$ cat config.mk
export PLATFORM = sky130hd
export DESIGN_NAME = ics_sequencer
export DESIGN_NICKNAME = d
export VERILOG_FILES = /design/src/rtl/ics_pkg.sv /design/src/rtl/ics_datapath.sv /design/src/rtl/ics_control.sv /design/src/rtl/ics_sequencer.sv
export SDC_FILE = /design/constraint.sdc
export NUM_CORES = 1
export LEC_CHECK = 0
export BUFFER_PORTS_ARGS = -buffer_cell sky130_fd_sc_hd__buf_2
export CELL_PAD_IN_SITES_DETAIL_PLACEMENT = 1
export CELL_PAD_IN_SITES_GLOBAL_PLACEMENT = 1
export CORE_MARGIN = 3
export CORE_UTILIZATION = 38
export CTS_BUF_LIST = sky130_fd_sc_hd__clkbuf_4 sky130_fd_sc_hd__clkbuf_8
export DETAILED_ROUTE_END_ITERATION = 16
export PLACE_DENSITY_LB_ADDON = 0.25
export SYNTH_ARGS = -nofsm -noshare
export SYNTH_HDL_FRONTEND = slang
export SYNTH_SLANG_ARGS = --single-unit
$ cat constraint.sdc
create_clock -name clk -period 2.7 [get_ports clk]
set_input_delay 0.135 -clock clk [delete_from_list [all_inputs] [get_ports clk]]
set_output_delay 0.135 -clock clk [all_outputs]
set_load 0.1 [all_outputs]
$ cat src/rtl/ics_pkg.sv
package icsPkg;
  localparam int OPW = 3;

  typedef enum logic [OPW-1:0] {
    OP_LOAD  = 3'd0,
    OP_STORE = 3'd1,
    OP_ADD   = 3'd2,
    OP_JUMP  = 3'd3,
    OP_SETIE = 3'd4
  } opT;

  typedef enum logic [3:0] {
    S_FETCH_ADDR, S_FETCH_RD, S_LOAD_IR, S_DECODE,
    S_IND_ADDR, S_IND_RD,
    S_EXE_ADDR, S_EXE_RD, S_EXE_ALU, S_EXE_WR,
    S_INT_CHECK, S_INT_WR
  } stateT;

  typedef struct packed {
    logic memRd;
    logic memWr;
    logic marFromPc;
    logic marFromMbr;
    logic marFromSp;
    logic mbrFromMem;
    logic mbrFromAcc;
    logic mbrFromPc;
    logic irFromMbr;
    logic pcInc;
    logic pcFromMbr;
    logic pcFromHandler;
    logic accLoad;
    logic accAdd;
    logic spDec;
    logic ieClear;
    logic ieLoad;
  } ctrlT;
endpackage

$ cat src/rtl/ics_datapath.sv
module ics_datapath
  import icsPkg::*;
#(
  parameter int DW = 16,
  parameter int AW = 8,
  parameter int HANDLER = 'hC0,
  parameter int SAVE_TOP = 'hFF,
  parameter int RESET_PC = 0
) (
  input  logic          clk,
  input  logic          rstN,
  input  ctrlT          ctrl,
  input  logic [DW-1:0] memRData,
  output logic [AW-1:0] marOut,
  output logic [DW-1:0] mbrOut,
  output logic [OPW-1:0] irOp,
  output logic          irInd,
  output logic          ieBit,
  output logic [DW-1:0] accOut,
  output logic [4:0]    flagsOut
);
  localparam int IND_BIT = DW - OPW - 1;
  localparam int IRW = OPW + 2;
  localparam logic [AW-1:0] HANDLER_A = AW'(HANDLER);
  localparam logic [AW-1:0] SAVE_A = AW'(SAVE_TOP);
  localparam logic [AW-1:0] RESET_A = AW'(RESET_PC);

  logic [AW-1:0] pc, mar, sp;
  logic [DW-1:0] mbr, acc;
  logic [IRW-1:0] ir;   // {opcode, indirect, bit0}
  logic zF, cF, nF, vF, ie;
  logic [DW:0] sumExt;
  logic addOvf;

  assign sumExt = {1'b0, acc} + {1'b0, mbr};
  assign addOvf = (acc[DW-1] == mbr[DW-1]) && (sumExt[DW-1] != acc[DW-1]);

  always_ff @(posedge clk) begin
    if (!rstN) begin
      pc  <= RESET_A;
      mar <= '0;
      sp  <= SAVE_A;
      mbr <= '0;
      acc <= '0;
      ir  <= '0;
      zF <= 1'b0; cF <= 1'b0; nF <= 1'b0; vF <= 1'b0; ie <= 1'b0;
    end else begin
      if (ctrl.marFromPc)       mar <= pc;
      else if (ctrl.marFromMbr) mar <= mbr[AW-1:0];
      else if (ctrl.marFromSp)  mar <= sp;

      if (ctrl.mbrFromMem)      mbr <= memRData;
      else if (ctrl.mbrFromAcc) mbr <= acc;
      else if (ctrl.mbrFromPc)  mbr <= DW'(pc);

      if (ctrl.irFromMbr) ir <= {mbr[DW-1 -: OPW], mbr[IND_BIT], mbr[0]};

      if (ctrl.pcInc)              pc <= pc + 1'b1;
      else if (ctrl.pcFromMbr)     pc <= mbr[AW-1:0];
      else if (ctrl.pcFromHandler) pc <= HANDLER_A;

      if (ctrl.accLoad) begin
        acc <= mbr;
        zF  <= (mbr == '0);
        nF  <= mbr[DW-1];
        cF  <= 1'b0;
        vF  <= 1'b0;
      end else if (ctrl.accAdd) begin
        acc <= sumExt[DW-1:0];
        zF  <= (sumExt[DW-1:0] == '0);
        nF  <= sumExt[DW-1];
        cF  <= sumExt[DW];
        vF  <= addOvf;
      end

      if (ctrl.spDec) sp <= sp - 1'b1;

      if (ctrl.ieClear)     ie <= 1'b0;
      else if (ctrl.ieLoad) ie <= ir[0];
    end
  end

  assign marOut   = mar;
  assign mbrOut   = mbr;
  assign irOp     = ir[IRW-1 -: OPW];
  assign irInd    = ir[1];
  assign ieBit    = ie;
  assign accOut   = acc;
  assign flagsOut = {ie, vF, nF, cF, zF};
endmodule

$ cat src/rtl/ics_control.sv
module ics_control
  import icsPkg::*;
(
  input  logic           clk,
  input  logic           rstN,
  input  logic           memReady,
  input  logic           irq,
  input  logic [OPW-1:0] irOp,
  input  logic           irInd,
  input  logic           ieBit,
  output ctrlT           ctrl
);
  stateT state, nextState;

  always_ff @(posedge clk) begin
    if (!rstN) state <= S_FETCH_ADDR;
    else       state <= nextState;
  end

  always_comb begin
    ctrl = '0;
    nextState = state;
    case (state)
      S_FETCH_ADDR: begin
        ctrl.marFromPc = 1'b1;
        nextState = S_FETCH_RD;
      end
      S_FETCH_RD: begin
        ctrl.memRd = 1'b1;
        if (memReady) begin
          ctrl.mbrFromMem = 1'b1;
          ctrl.pcInc = 1'b1;
          nextState = S_LOAD_IR;
        end
      end
      S_LOAD_IR: begin
        ctrl.irFromMbr = 1'b1;
        nextState = S_DECODE;
      end
      S_DECODE: nextState = irInd ? S_IND_ADDR : S_EXE_ADDR;
      S_IND_ADDR: begin
        ctrl.marFromMbr = 1'b1;
        nextState = S_IND_RD;
      end
      S_IND_RD: begin
        ctrl.memRd = 1'b1;
        if (memReady) begin
          ctrl.mbrFromMem = 1'b1;
          nextState = S_EXE_ADDR;
        end
      end
      S_EXE_ADDR: begin
        nextState = S_INT_CHECK;
        case (irOp)
          OP_LOAD, OP_ADD: begin
            ctrl.marFromMbr = 1'b1;
            nextState = S_EXE_RD;
          end
          OP_STORE: begin
            ctrl.marFromMbr = 1'b1;
            ctrl.mbrFromAcc = 1'b1;
            nextState = S_EXE_WR;
          end
          OP_JUMP:  ctrl.pcFromMbr = 1'b1;
          OP_SETIE: ctrl.ieLoad = 1'b1;
          default: ;
        endcase
      end
      S_EXE_RD: begin
        ctrl.memRd = 1'b1;
        if (memReady) begin
          ctrl.mbrFromMem = 1'b1;
          nextState = S_EXE_ALU;
        end
      end
      S_EXE_ALU: begin
        if (irOp == OP_ADD) ctrl.accAdd = 1'b1;
        else                ctrl.accLoad = 1'b1;
        nextState = S_INT_CHECK;
      end
      S_EXE_WR: begin
        ctrl.memWr = 1'b1;
        if (memReady) nextState = S_INT_CHECK;
      end
      S_INT_CHECK: begin
        if (irq && ieBit) begin
          ctrl.mbrFromPc = 1'b1;
          ctrl.marFromSp = 1'b1;
          nextState = S_INT_WR;
        end else begin
          nextState = S_FETCH_ADDR;
        end
      end
      S_INT_WR: begin
        ctrl.memWr = 1'b1;
        if (memReady) begin
          ctrl.pcFromHandler = 1'b1;
          ctrl.spDec = 1'b1;
          ctrl.ieClear = 1'b1;
          nextState = S_FETCH_ADDR;
        end
      end
      default: nextState = S_FETCH_ADDR;
    endcase
  end
endmodule

$ cat src/rtl/ics_sequencer.sv
module ics_sequencer
  import icsPkg::*;
#(
  parameter int DW = 16,
  parameter int AW = 8,
  parameter int HANDLER = 'hC0,
  parameter int SAVE_TOP = 'hFF,
  parameter int RESET_PC = 0
) (
  input  logic          clk,
  input  logic          rstN,
  input  logic          irq,
  input  logic          memReady,
  input  logic [DW-1:0] memRData,
  output logic          memRd,
  output logic          memWr,
  output logic [AW-1:0] memAddr,
  output logic [DW-1:0] memWData,
  output logic [DW-1:0] accOut,
  output logic [4:0]    flagsOut
);
  ctrlT ctrl;
  logic [OPW-1:0] irOp;
  logic irInd, ieBit;

  ics_control u_control (
    .clk(clk), .rstN(rstN), .memReady(memReady), .irq(irq),
    .irOp(irOp), .irInd(irInd), .ieBit(ieBit), .ctrl(ctrl)
  );

  ics_datapath #(
    .DW(DW), .AW(AW), .HANDLER(HANDLER), .SAVE_TOP(SAVE_TOP), .RESET_PC(RESET_PC)
  ) u_datapath (
    .clk(clk), .rstN(rstN), .ctrl(ctrl), .memRData(memRData),
    .marOut(memAddr), .mbrOut(memWData), .irOp(irOp), .irInd(irInd),
    .ieBit(ieBit), .accOut(accOut), .flagsOut(flagsOut)
  );

  assign memRd = ctrl.memRd;
  assign memWr = ctrl.memWr;
endmodule

# Word-level counts from Yosys, hierarchy flattened
# Cells that the tools add are included.
dict set report word_totals {
  input_bits 20
  regBits 70
  out_inout_bits 47
  word_cells 102
}
dict set report classes {
  n_reduce_logical 17
  addsub 3
  n_eq_ne 22
  n_bitwise 1
  muxes 47
}
# operator n
set op_table {}
lappend op_table {{$mux W16} 5}
lappend op_table {{$mux W8} 6}
lappend op_table {{$pmux W4 S12} 1}
lappend op_table {{$logic_not A16 Y1} 2}
lappend op_table {{$mux W4} 6}
lappend op_table {{$mux W1} 23}
lappend op_table {{$add A16 B16 Y17} 1}
lappend op_table {{$eq A4 B3 Y1 const B} 4}
lappend op_table {{$eq A4 B4 Y1 const B} 4}
lappend op_table {{$ne A2 B2 Y1 const B} 5}
lappend op_table {{$reduce_bool A3 Y1} 3}
lappend op_table {{$add A8 B1 Y8 const B} 1}
lappend op_table {{$eq A4 B2 Y1 const B} 2}
lappend op_table {{$mux W2} 4}
lappend op_table {{$pmux W4 S2} 1}
lappend op_table {{$reduce_or A2 Y1} 4}
lappend op_table {{$sub A8 B1 Y8 const B} 1}
lappend op_table {{$eq A3 B2 Y1 const B} 2}
lappend op_table {{$reduce_or A3 Y1} 2}
lappend op_table {{$reduce_and A5 Y1} 1}
lappend op_table {{$eq A4 B1 Y1 const B} 1}
lappend op_table {{$logic_not A4 Y1} 1}
lappend op_table {{$eq A3 B1 Y1 const B} 1}
lappend op_table {{$eq A3 B3 Y1 const B} 1}
lappend op_table {{other kinds (7)} 8}

# Longest topological paths before layout
# Gate-level depths: netlist of the first run.
dict set report depth {
  depth_word 6
  ltp_mapped 10
  mapped_depth_nobuf 10
}

# Modules after synthesis
# A second synthesis of the first run with hierarchy kept.
dict set report unflattened {
  hier_cells 632
  hier_area_um2 4727.0
}
# module cells_per_inst n_inst area_each_um2 seq_area_each_um2
set by_module_without_submodules {}
lappend by_module_without_submodules {ics_datapath 561 1 4225.3 1301.2}
lappend by_module_without_submodules {ics_control 71 1 501.7 80.1}

# Worst setup path after synthesis of the first run
# Ideal clock, no wire load.
dict set report synth_timing {
  path_kind {flip-flop to flip-flop}
  from {register u_control.state[2]}
  to {register u_datapath.mbr[0], in the netlist u_datapath.mbrOut[0]}
  stages_incl_launch_ff 9
  path_buffers 2
  arrival_ns 3.998
  period_less_slack_ns 4.065
  t_required_ns 2.632
  setup_time_ns 0.068
  path_slack_ns -1.365
  path_cell_list {dfxtp_1 buf_2 nor2b_1 nor3b_1 nand2_1 clkbuf_1 a311oi_1 a21oi_1 nor2_1}
}
dict set report synth_via {
  elab_chain_cells 4
  elab_cells_between_ends 12
  cone_classes {eq/ne (5); mux (5); reduce/logical (2)}
}
# item line
set synth_lines {}
lappend synth_lines {{from (decl)} ics_control.sv:13} ;# stateT state, nextState;
lappend synth_lines {{from (signal assigned)} ics_control.sv:17} ;# else state <= nextState;
lappend synth_lines {{$eq A4 B1 Y1 / $eq A4 B3 Y1 (equally long branches)} ics_control.sv:23} ;# case (state)
lappend synth_lines {{$reduce_or A3 Y1 (no line) / $mux W1 (equally long branches)} --}
lappend synth_lines {{$mux W1 / $mux W16 (equally long branches)} --}
lappend synth_lines {{$reduce_bool A3 Y1 (no line) / $mux W16 (equally long branches)} --}
lappend synth_lines {{to (signal assigned)} ics_datapath.sv:52} ;# if (ctrl.mbrFromMem) mbr <= memRData;
lappend synth_lines {{to (signal assigned)} ics_datapath.sv:54} ;# else if (ctrl.mbrFromPc) mbr <= DW'(pc);
lappend synth_lines {{to (decl)} ics_datapath.sv:29} ;# logic [DW-1:0] mbr, acc;
# Several ways; a longest one is shown, not always the timed one.
# A chain may end at the register's enable or synchronous reset.

# Final worst setup path of the first run
dict set report layout_timing {
  from {register u_datapath.mbr[6], in the netlist u_datapath.mbrOut[6]}
  to {register u_datapath.acc[11], in the netlist u_datapath.accOut[11]}
}
dict set report layout_via {
  elab_chain_cells 3
}
# item line
set layout_lines {}
lappend layout_lines {{$add A16 B16 Y17} ics_datapath.sv:35} ;# assign sumExt = {1'b0, acc} + {1'b0, mbr};
lappend layout_lines {{$mux W16} ics_datapath.sv:68} ;# end else if (ctrl.accAdd) begin
lappend layout_lines {{$mux W16} ics_datapath.sv:62} ;# if (ctrl.accLoad) begin
lappend layout_lines {{to (signal assigned)} ics_datapath.sv:63} ;# acc <= mbr;
lappend layout_lines {{to (signal assigned)} ics_datapath.sv:69} ;# acc <= sumExt[DW-1:0];
lappend layout_lines {{to (decl)} ics_datapath.sv:29}
# No other way between the ends. The select of a mux whose other input is x is not followed.

==> metrics, run 1 <==
Initial Utilization=39.63%; # DRC=0; Clk Tree Root Cell=clkbuf_8; worst vdd rail ir drop=0.4612 mV; Critical Path Max Stage Delay=0.72 ns; pre-CTS WS=0.06576 ns; gr usage total=23.67%; Netlist cell types=65; syn_nets=605; Final Max Tran Viols=0; WS Path Type=flop to flop; Overflow after GRT=0; port bufs=66; total negative slack=0 ns; period utilisation layout=94.16%; Clock Latency Late Sink=0.37 ns; wire length per cell=19.48 µm; synth warn=0; main flop type after synthesis=dfxtp_1; Synth top area share=31.46%; DIE AREA=12880 µm²; final hold vios=0; Setup Buffers After CTS=0; largest net degree at the start of global routing=31; Layout Utilization=46.58%; Hold Crit Class=input pin to flop; minimum clock period=2.542 ns; Final HPWL DP=10860 µm; I/O pin count=67; first drt pass iteration count=5; EDFF count, synth=0; number of global-route vias before repair=4671; antenna violations before repair=0; Die Y=113.5 µm; Clock transition at path regs=0.08 ns; Slew HR=47.71%; clk buf depth=2; cell taking the most area after synthesis=dfxtp_1; Crit Path Max Fanout=7; status=finished clean; Yosys reg bits=69; Slew @ Worst Pin=0.7646 ns; Post-synth ARST share=0%; via/cell ratio=5.900; Lkg Pwr=2.210 nW; CP max-delay cell=a2111oi_0; row count=38; Worst EP arrival=2.81 ns; die width=113.5 µm; ANT nets after route=0; Area growth, synth to finish=17.53%; CP bufs+invs=0; Max Freq=393.3 MHz; Routed WL=14980 µm; Avg Cell Area, Syn=7.757 µm²; RSZ-0062 raised after global routing=false; final worst slack=0.1576 ns; crit-path leading delay family=compound AO/OA/AOI/OAI gates; H-tree levels=3; clock skew=0.01509 ns; startpoint class of the critical path=flop; diodes inserted=0; Synth area leaders=dfxtp_1 31%, nor2_1 6.9%, nand2_1 6.6%; first-pass GRT wire length=24580 µm; Worst Path Required=2.97 ns; CTS Buf Count=9; Max-Cap Viols=0; crit end category=flop; hold_buf cts=0; layout cells sized above 1=22.42%; Cell Pwr Density=526.2 nW/µm²; crit-path cells=ha_1, o211a_1, a211oi_2, a2111oi_0, or4_1, nand3_1, a311oi_1; CTS tree=yes; final number of setup-violating endpoints=0; RD Place Congestion=0.8766; Post-Syn Instances=566; layout net count=663; sequential element share of the synthesized area=31.46%; First DRT Iteration DRCs=312; core area=11080 µm²; clk sinks=69; Post-Syn Area=4390 µm²; via count=4537
## worst paths after layout
check | from | endpoint | slack, ns | cells after the start
setup / recovery | u_datapath.mbrOut[6]$_SDFFE_PN0P_ | u_datapath.accOut[11]$_SDFFE_PN0P_ | 0.16 | 7
hold / removal | memRData[9] | u_datapath.mbrOut[9]$_SDFFE_PN0P_ | 0.03 | 3
setup reg to reg | u_datapath.mbrOut[6]$_SDFFE_PN0P_ | u_datapath.accOut[11]$_SDFFE_PN0P_ | 0.16 | 7
hold reg to reg | u_datapath.vF$_SDFFE_PP0P_ | u_datapath.vF$_SDFFE_PP0P_ | 0.47 | 2
## cell usage after synthesis, types with 6 or more instances
cell,number
nand2_1,77
buf_4,6
nor2_1,81
buf_2,13
xor2_1,6
ha_1,18
mux2i_1,16
xnor2_1,9
o21ai_1,7
nor4_1,7
a311oi_1,16
nand3_1,13
dfxtp_1,69
o21ai_0,18
nor3_1,13
a21o_1,8
a21oi_1,41
clkbuf_1,20
or3_1,7
nand3b_1,6
nor2b_1,7
inv_1,10
a211oi_1,18
a222oi_1,11
## cells in the final DEF (no fill, tap or decap), types with 16 or more instances in the layout
master | Yosys | routed
o21ai_0 | 18 | 18
ha_1 | 18 | 18
dfxtp_2 | 0 | 19
buf_2 | 13 | 66
a311oi_1 | 16 | 16
buf_4 | 6 | 21
a21oi_1 | 41 | 41
dfxtp_1 | 69 | 49
mux2i_1 | 16 | 16
nor2_1 | 81 | 81
nand2_1 | 77 | 77
## registers in the layout, indices dropped and copies added, names as in the netlist
name	cells
u_control.state	4
u_datapath.accOut	16
u_datapath.cF	1
u_datapath.ieBit	1
u_datapath.ir	5
u_datapath.marOut	8
u_datapath.mbrOut	16
u_datapath.pc	8
u_datapath.sp	8
u_datapath.vF	1
u_datapath.zF	1
## power breakdown
part | internal (mW) | switching (mW)
clock network | 0.593 | 0.438
logic | 0.150 | 0.430
registers | 1.05 | 0.0497
total | 1.80 | 0.917
## cell type report
type | count | area (µm²)
Inverter | 11 | 41.29
Clock buffer | 13 | 166.4
Fill cell | 1394 | 5918
Tap cell | 140 | 175.2
Clock inverter | 3 | 66.31
Sequential cell | 69 | 1409
Timing Repair Buffer | 87 | 488.0
Multi-Input combinational cell | 446 | 2814
## worst reg2reg max path, cell delays in order (launching register included)
cell	delay [ns]
dfxtp_2	0.38
ha_1	0.46
o211a_1	0.21
a211oi_2	0.06
a2111oi_0	0.72
or4_1	0.24
nand3_1	0.12
a311oi_1	0.27
## what timing repair did
item	4_1_cts	5_1_grt
resized for setup	0	4
setup endpoints to repair	0	4
endpoints found under the hold margin	0	0
## through the flow
step / cell area [µm²] / hold WS (ns) / total power, mW / cells
3_3_place_gp: 4910 / 0.3948 / 1.691 / 753
6_report: 5160 / 0.03428 / 2.715 / 769
4_1_cts: 5142 / 0.02240 / 2.726 / 769
2_1_floorplan: 4429 / 0.3104 / 1.572 / 566
5_1_grt: 5160 / 0.04309 / 2.814 / 769
3_5_place_dp: 4910 / 0.4117 / 1.707 / 753
## cell families (layout without fill, tap and decap cells)
kind of cell / after synthesis / in the layout / synth area share [%]
AO/OA/AOI/OAI: 152 / 152 / 24.14
flip-flops: 69 / 69 / 31.46
AND/OR/NAND/NOR: 243 / 243 / 26.50
multiplexers: 17 / 17 / 3.904
adder cells (fa/ha/maj): 19 / 19 / 5.586
buffers and inverters: 51 / 114 / 5.414
XOR/XNOR: 15 / 15 / 2.992
## metal layers
metal,GRT usage [%],up-vias,wire length (µm)
met2,40.28,96,7355
li1,-,2179,-
met5,0,-,0
met3,3.979,26,498
met4,8.253,0,299
met1,30.24,2236,6827
Power figures use the tool's default switching activity.
==> inputs of run 2 (changes only) <==
--- a/config.mk
+++ b/config.mk
@@ -7,9 +7,10 @@
 export LEC_CHECK = 0
 export BUFFER_PORTS_ARGS = -buffer_cell sky130_fd_sc_hd__buf_2
 export CELL_PAD_IN_SITES_DETAIL_PLACEMENT = 1
-export CELL_PAD_IN_SITES_GLOBAL_PLACEMENT = 1
+export CELL_PAD_IN_SITES_GLOBAL_PLACEMENT = 2
+export CORE_ASPECT_RATIO = 0.8
 export CORE_MARGIN = 3
-export CORE_UTILIZATION = 38
+export CORE_UTILIZATION = 34
 export CTS_BUF_LIST = sky130_fd_sc_hd__clkbuf_4 sky130_fd_sc_hd__clkbuf_8
 export DETAILED_ROUTE_END_ITERATION = 16
 export PLACE_DENSITY_LB_ADDON = 0.25
==> run 2 against run 1 <==
Register-to-register slack about the same; count of clock-buffer cells in the layout unchanged; cell count is 4.4% higher; largest power group unchanged; critical endpoint is now u_datapath.zF$_SDFFE_PN0P_; via count increased by 0.18%; worst hold slack lost 0.0057 ns; critical path type unchanged.
==> metrics, run 2 (same netlist as run 1, synthesis figures left out) <==
status=finished clean (unchanged); CP max-delay cell=or4_1 (was a2111oi_0); highest-count cells in the layout ignoring fill and taps=81 x nor2_1, 77 x nand2_1, 66 x buf_2, 49 x dfxtp_1, 41 x a21oi_1 (unchanged); total negative slack=0 ns (unchanged); Routed WL=15310 µm (was 14980 µm); Max Freq=391.5 MHz (was 393.3 MHz); Hold Crit Class=input pin to flop (unchanged); FF-to-FF Start=u_datapath.mbrOut[5]$_SDFFE_PN0P_ (was u_datapath.mbrOut[6]$_SDFFE_PN0P_); hold_buf cts=0 (unchanged); crit-path cells=ha_1, or4_1, o21ai_2, a211oi_2, or3_1, a22oi_1, nand4_1, o21ai_1 (was ha_1, o211a_1, a211oi_2, a2111oi_0, or4_1, nand3_1, a311oi_1); First DRT Iteration DRCs=283 (was 312); Area growth, synth to finish=18.58% (was 17.53%); Critical Path Max Stage Delay=0.56 ns (was 0.72 ns); CTS tree=yes (unchanged); H-tree levels=3 (unchanged); pre-CTS WS=0.08363 ns (was 0.06576 ns); period utilisation layout=94.61% (was 94.16%); most common cell after layout, fill and taps aside=nor2_1 (unchanged); final hold vios=0 (unchanged); die width=133.1 µm (was 113.5 µm); Worst Path Required=2.99 ns (was 2.97 ns); WS Path Type=flop to flop (unchanged); Initial Utilization=35.44% (was 39.63%); final number of setup-violating endpoints=0 (unchanged); I/O pin count=67 (unchanged); clk sinks=69 (unchanged); Lkg Pwr=2.207 nW (was 2.210 nW); via/cell ratio=5.660 (was 5.900); number of global-route vias before repair=4473 (was 4671); R2R Path End=u_datapath.zF$_SDFFE_PN0P_ (was u_datapath.accOut[11]$_SDFFE_PN0P_); Worst EP arrival=2.84 ns (was 2.81 ns); Final Max Tran Viols=0 (unchanged); worst vdd rail ir drop=0.2918 mV (was 0.4612 mV); hold depth=3 (unchanged); crit end category=flop (unchanged); clk buf depth=2 (unchanged); DIE AREA=14320 µm² (was 12880 µm²); Crit. Startpoint=u_datapath.mbrOut[5]$_SDFFE_PN0P_ (was u_datapath.mbrOut[6]$_SDFFE_PN0P_); diodes inserted=0 (unchanged); CP bufs+invs=0 (unchanged); wire length per cell=19.07 µm (was 19.48 µm); port bufs=66 (unchanged); largest net degree at the start of global routing=30 (was 31); via count=4545 (was 4537); Overflow after GRT=0 (unchanged); Die Y=107.6 µm (was 113.5 µm); clock skew=0.006061 ns (was 0.01509 ns); antenna violations before repair=0 (unchanged); RD Place Congestion=0.8504 (was 0.8766); Reg2Reg Depth=8 (was 7); RSZ-0062 raised after global routing=false (unchanged); CTS Buf Count=9 (unchanged); startpoint class of the critical path=flop (unchanged); Final HPWL DP=11250 µm (was 10860 µm); layout cells sized above 1=23.10% (was 22.42%); crit-path leading delay family=simple AND/OR/NAND/NOR gates (was compound AO/OA/AOI/OAI gates); # DRC=0 (unchanged); Slew HR=49.70% (was 47.71%); first-pass GRT wire length=25170 µm (was 24580 µm); gr usage total=22.12% (was 23.67%); Clk Tree Root Cell=clkbuf_8 (unchanged); Slew @ Worst Pin=0.7355 ns (was 0.7646 ns); Max-Cap Viols=0 (unchanged); Crit Path Max Fanout=7 (unchanged); layout net count=667 (was 663); minimum clock period=2.554 ns (was 2.542 ns); core area=12390 µm² (was 11080 µm²); Clock transition at path regs=0.07 ns (was 0.08 ns); setup slack, reg-to-reg=0.15 ns (was 0.16 ns); ANT nets after route=0 (unchanged); row count=36 (was 38); Clock Latency Late Sink=0.36 ns (was 0.37 ns); hold path start=memRData[13] (was memRData[9]); Cell Pwr Density=479.5 nW/µm² (was 526.2 nW/µm²); Setup Buffers After CTS=0 (unchanged); first drt pass iteration count=5 (unchanged); Hold EP=u_datapath.mbrOut[13]$_SDFFE_PN0P_ (was u_datapath.mbrOut[9]$_SDFFE_PN0P_); final worst slack=0.1456 ns (was 0.1576 ns)
run 2: cell count changes in the layout (fill, tap and decap cells not counted):
cell / previous run / this run
o31ai_2: 0 / 1
bufinv_16: 2 / 0
buf_4: 21 / 23
o31ai_1: 3 / 2
o21ai_1: 7 / 6
clkinv_2: 0 / 2
buf_12: 0 / 2
o21ai_2: 0 / 1
inv_4: 1 / 0
run 2: worst reg2reg max path, cell delays in order, from the launching register on:
cell      delay (ns)
dfxtp_2         0.37
ha_1            0.38
or4_1           0.56
o21ai_2         0.12
a211oi_2        0.10
or3_1           0.43
a22oi_1         0.24
nand4_1         0.13
o21ai_1         0.16
run 2: through the flow:
step | power [mW] | utilization, % | area (µm²) | hold slack [ns] | cells
3_5_place_dp | 1.715 | 40.39 | 5004 | 0.4060 | 788
4_1_cts | 2.526 | 41.86 | 5185 | 0.01488 | 803
6_report | 2.496 | 42.03 | 5206 | 0.02858 | 803
5_1_grt | 2.626 | 42.03 | 5206 | 0.04100 | 803
2_1_floorplan | 1.572 | - | 4429 | 0.3104 | 566
3_3_place_gp | 1.703 | 40.39 | 5004 | 0.3947 | 788
run 2: how the worst max path moves through the flow:
| stage | to | slack, ns | depth (start not counted) |
|---|---|---|---|
| final | u_datapath.zF$_SDFFE_PN0P_ | 0.15 | 8 |
| after global routing | u_datapath.vF$_SDFFE_PP0P_ | 0.001 | 8 |
| after CTS | u_datapath.zF$_SDFFE_PN0P_ | 0.09 | 8 |
| after detailed placement | u_datapath.accOut[14]$_SDFFE_PN0P_ | 0.08 | 10 |
| after global placement | u_datapath.accOut[14]$_SDFFE_PN0P_ | 0.19 | 10 |
| after floorplan | u_datapath.vF$_SDFFE_PP0P_ | 0.003 | 8 |
run 2: where the power goes:
| group | switching, mW | internal (mW) |
|---|---|---|
| registers | 0.0449 | 1.05 |
| logic | 0.439 | 0.156 |
| clock network | 0.405 | 0.397 |
run 2: layout make-up:
class,instances,area [µm²]
Clock buffer,13,166.4
Tap cell,171,214.0
Multi-Input combinational cell,446,2823
Timing Repair Buffer,91,543.0
Sequential cell,69,1409
Inverter,11,41.29
Clock inverter,2,10.01
Fill cell,1544,7181
run 2: layer usage:
layer	vias up	track usage, %	share of wire (%)
met5	-	0	0
met3	9	4.813	4.4
met1	2242	32.16	52
met2	103	33.33	43
met4	0	5.045	0.78
li1	2191	-	-
run 2: timing repair:
action | 4_1_cts | 5_1_grt
endpoints found under the setup margin | 1 | 4
gates cloned | 0 | 0
resized for setup | 1 | 5
==> inputs of run 3 (changes only) <==
--- a/config.mk
+++ b/config.mk
@@ -13,7 +13,10 @@
 export CORE_UTILIZATION = 34
 export CTS_BUF_LIST = sky130_fd_sc_hd__clkbuf_4 sky130_fd_sc_hd__clkbuf_8
 export DETAILED_ROUTE_END_ITERATION = 16
+export GPL_ROUTABILITY_DRIVEN = 0
 export PLACE_DENSITY_LB_ADDON = 0.25
+export REMOVE_ABC_BUFFERS = 1
 export SYNTH_ARGS = -nofsm -noshare
 export SYNTH_HDL_FRONTEND = slang
+export SYNTH_HIERARCHICAL = 1
 export SYNTH_SLANG_ARGS = --single-unit
==> run 3 against run 2 <==
Via count rose by 9.9%; cell count rose by 11%; worst setup slack improved by 0.0070 ns; wire length rose by 11%; count of clock-buffer cells in the layout fell by 2; synthesized cell count rose by 12%; worst hold slack got worse by 0.012 ns; sequential power barely moved; first-iteration DRC count fell by 0.35%.
==> metrics, run 3 <==
status=finished clean (unchanged); Hold Crit Class=input pin to flop (unchanged); Lkg Pwr=2.443 nW (was 2.207 nW); Routed WL=16950 µm (was 15310 µm); Synth top area share=29.22% (was 31.46%); First DRT Iteration DRCs=282 (was 283); layout net count=749 (was 667); worst vdd rail ir drop=0.2688 mV (was 0.2918 mV); via count=4993 (was 4545); antenna violations before repair=0 (unchanged); Die Y=111.5 µm (was 107.6 µm); Crit Path Max Fanout=4 (was 7); H-tree levels=3 (unchanged); Worst Path Required=3.01 ns (was 2.99 ns); fill count=1670 (was 1544); CP bufs+invs=2 (was 0); die width=137.8 µm (was 133.1 µm); clock skew=0.01694 ns (was 0.006061 ns); synth warn=6 (was 0); layout cells sized above 1=20.84% (was 23.10%); met3 Use GR=4.110% (was 4.813%); Crit. Startpoint=u_datapath/accOut[0]$_SDFFE_PN0P_ (was u_datapath.mbrOut[5]$_SDFFE_PN0P_); gr usage total=22.34% (was 22.12%); crit end category=flop (unchanged); # DRC=0 (unchanged); row count=37 (was 36); count leader, synth=nor2_1 (unchanged); final hold vios=0 (unchanged); first drt pass iteration count=4 (was 5); clk sinks=69 (unchanged); via/cell ratio=5.610 (was 5.660); Clk Tree Root Cell=clkbuf_8 (unchanged); Clock transition at path regs=0.09 ns (was 0.07 ns); first-pass GRT wire length=27060 µm (was 25170 µm); Slew HR=54.53% (was 49.70%); FF-to-FF Start=u_datapath/accOut[0]$_SDFFE_PN0P_ (was u_datapath.mbrOut[5]$_SDFFE_PN0P_); diodes inserted=0 (unchanged); minimum clock period=2.547 ns (was 2.554 ns); largest net degree at the start of global routing=36 (was 30); number of global-route vias before repair=5012 (was 4473); Slew @ Worst Pin=0.6769 ns (was 0.7355 ns); port bufs=66 (unchanged); main flop type after synthesis=dfxtp_1 (unchanged); Worst path most repeated cell=o31a_1; period utilisation layout=94.35% (was 94.61%); grt met1 use=32.44% (was 32.16%); ANT nets after route=0 (unchanged); DIE AREA=15360 µm² (was 14320 µm²); Yosys reg bits=69 (unchanged); Netlist cell types=74 (was 65); Critical Path Max Stage Delay=0.42 ns (was 0.56 ns); Post-Syn Area=4727 µm² (was 4390 µm²); startpoint class of the critical path=flop (unchanged); CP max-delay cell=a2111oi_1 (was or4_1); Layout Utilization=43.45% (was 42.03%); crit-path cells=ha_1, inv_1, fa_1, nor2b_2, o31a_1, o31a_1, a2111oi_1, a211oi_1, buf_4, o21ai_1, o211a_1 (was ha_1, or4_1, o21ai_2, a211oi_2, or3_1, a22oi_1, nand4_1, o21ai_1); Max-Cap Viols=0 (unchanged); Clock Latency Late Sink=0.38 ns (was 0.36 ns); Max Freq=392.6 MHz (was 391.5 MHz); Synth area leaders=dfxtp_1 29%, a21oi_1 9.5%, nor2_1 8.7% (was dfxtp_1 31%, nor2_1 6.9%, nand2_1 6.6%); crit-path leading delay family=compound AO/OA/AOI/OAI gates (was simple AND/OR/NAND/NOR gates); EDFF count, synth=0 (unchanged); GRT busiest layer=met2 (unchanged); CTS tree=yes (unchanged); CTS Buf Count=9 (unchanged); most common cell after layout, fill and taps aside=nor2_1 (unchanged); wire length per cell=19.04 µm (was 19.07 µm); Final HPWL DP=12280 µm (was 11250 µm); Final Max Tran Viols=0 (unchanged); WS Path Type=flop to flop (unchanged); Post-Syn Instances=632 (was 566); Cell Pwr Density=500.2 nW/µm² (was 479.5 nW/µm²); Avg Cell Area, Syn=7.479 µm² (was 7.757 µm²); placed cell areas=5371 µm² (was 5004 µm²); Initial Utilization=35.70% (was 35.44%); met2 Resource Use GR=34.10% (was 33.33%); core area=13240 µm² (was 12390 µm²); Overflow after GRT=0 (unchanged); Area growth, synth to finish=21.70% (was 18.58%); Commonest cells post-synth=109 x nor2_1, 90 x a21oi_1, 69 x dfxtp_1 (was 81 x nor2_1, 77 x nand2_1, 69 x dfxtp_1); highest-count cells in the layout ignoring fill and taps=109 x nor2_1, 90 x a21oi_1, 69 x dfxtp_1, 66 x buf_2, 50 x nand2_1 (was 81 x nor2_1, 77 x nand2_1, 66 x buf_2, 49 x dfxtp_1, 41 x a21oi_1); Worst EP arrival=2.86 ns (was 2.84 ns); final number of setup-violating endpoints=0 (unchanged); cell taking the most area after synthesis=dfxtp_1 (unchanged); final instance area=5753 µm² (was 5206 µm²); sequential element share of the synthesized area=29.22% (was 31.46%); Post-synth ARST share=0% (unchanged); I/O pin count=67 (unchanged); clk buf depth=2 (unchanged); hold path start=memRData[9] (was memRData[13])
[run 3: cell types whose count changed in the layout (fill, tap and decap cells not counted), sizes merged, moves of 7 or more]
cell and change:
a21oi +49, a221oi +10, a222oi -11, a311oi -15
buf +16, dlygate4sd3 +11, inv +7, nand2 -27
nor2 +29
[run 3: worst reg2reg max path, stage by stage (launching register included)]
cell,delay (ns)
dfxtp_1,0.32
ha_1,0.21
inv_1,0.07
fa_1,0.24
nor2b_2,0.07
o31a_1,0.28
o31a_1,0.33
a2111oi_1,0.42
a211oi_1,0.11
buf_4,0.17
o21ai_1,0.13
o211a_1,0.16
[run 3: repair_timing]
action | 4_1_cts | 5_1_grt
setup buffers | 0 | 1
resized for setup | 0 | 4
hold endpoints to repair | 11 | 0
endpoints found under the setup margin | 0 | 3
hold buffers | 11 | 0
[run 3: layer usage]
| layer | wire length [µm] | part of all wire (%) |
|---|---|---|
| met5 | 0 | 0 |
| met4 | 192 | 1.1 |
| met3 | 723 | 4.3 |
| met2 | 7391 | 44 |
| met1 | 8642 | 51 |
[run 3: logic make-up after synthesis]
logic type | Yosys count | share of synthesized area [%]
flops | 69 | 29.22
buf+inv | 69 | 7.147
fa+ha+maj | 19 | 5.188
mux | 16 | 3.388
xor+xnor | 14 | 2.594
compound gates | 197 | 27.66
simple gates | 248 | 24.80
[run 3: area by class of cell]
type / count / area (µm²) / area share, %
inverter: 18 / 67.56 / 1.174
tap: 175 / 219.0 / 3.806
clock buffer: 11 / 145.1 / 2.523
multi-input combinational: 494 / 3060 / 53.20
timing repair buffer: 118 / 773.2 / 13.44
sequential: 69 / 1381 / 24.01
clock inverter: 5 / 106.4 / 1.849
[run 3: where the power goes]
group	leakage [nW]	total [mW]	switching [mW]	internal (mW)
Sequential	0.559	1.10	0.0475	1.05
Clock	0.124	1.11	0.456	0.653
Combinational	1.76	0.668	0.462	0.206
Total	2.44	2.88	0.966	1.91
[run 3: final timing paths]
check	slack (ns)	end	depth (start not counted)
max	0.15	u_datapath/accOut[14]$_SDFFE_PN0P_	11
min	0.02	u_datapath/mbrOut[9]$_SDFFE_PN0P_	3
max reg2reg	0.15	u_datapath/accOut[14]$_SDFFE_PN0P_	11
min reg2reg	0.50	u_datapath/ir[0]$_SDFFE_PN0P_	2
[run 3: stage by stage]
step	instances	total power, mW	hold slack, ns	setup WS (ns)	setup TNS (ns)
floorplan	581	1.548	0.1969	-1.047	-37.40
global placement	862	1.759	0.3672	0.2296	0
detailed placement	862	1.774	0.3739	0.09637	0
CTS	889	2.904	0.001617	0.07672	0
global route	890	3.001	0.02706	-0.02086	-0.02086
finish	890	2.877	0.01632	0.1527	0
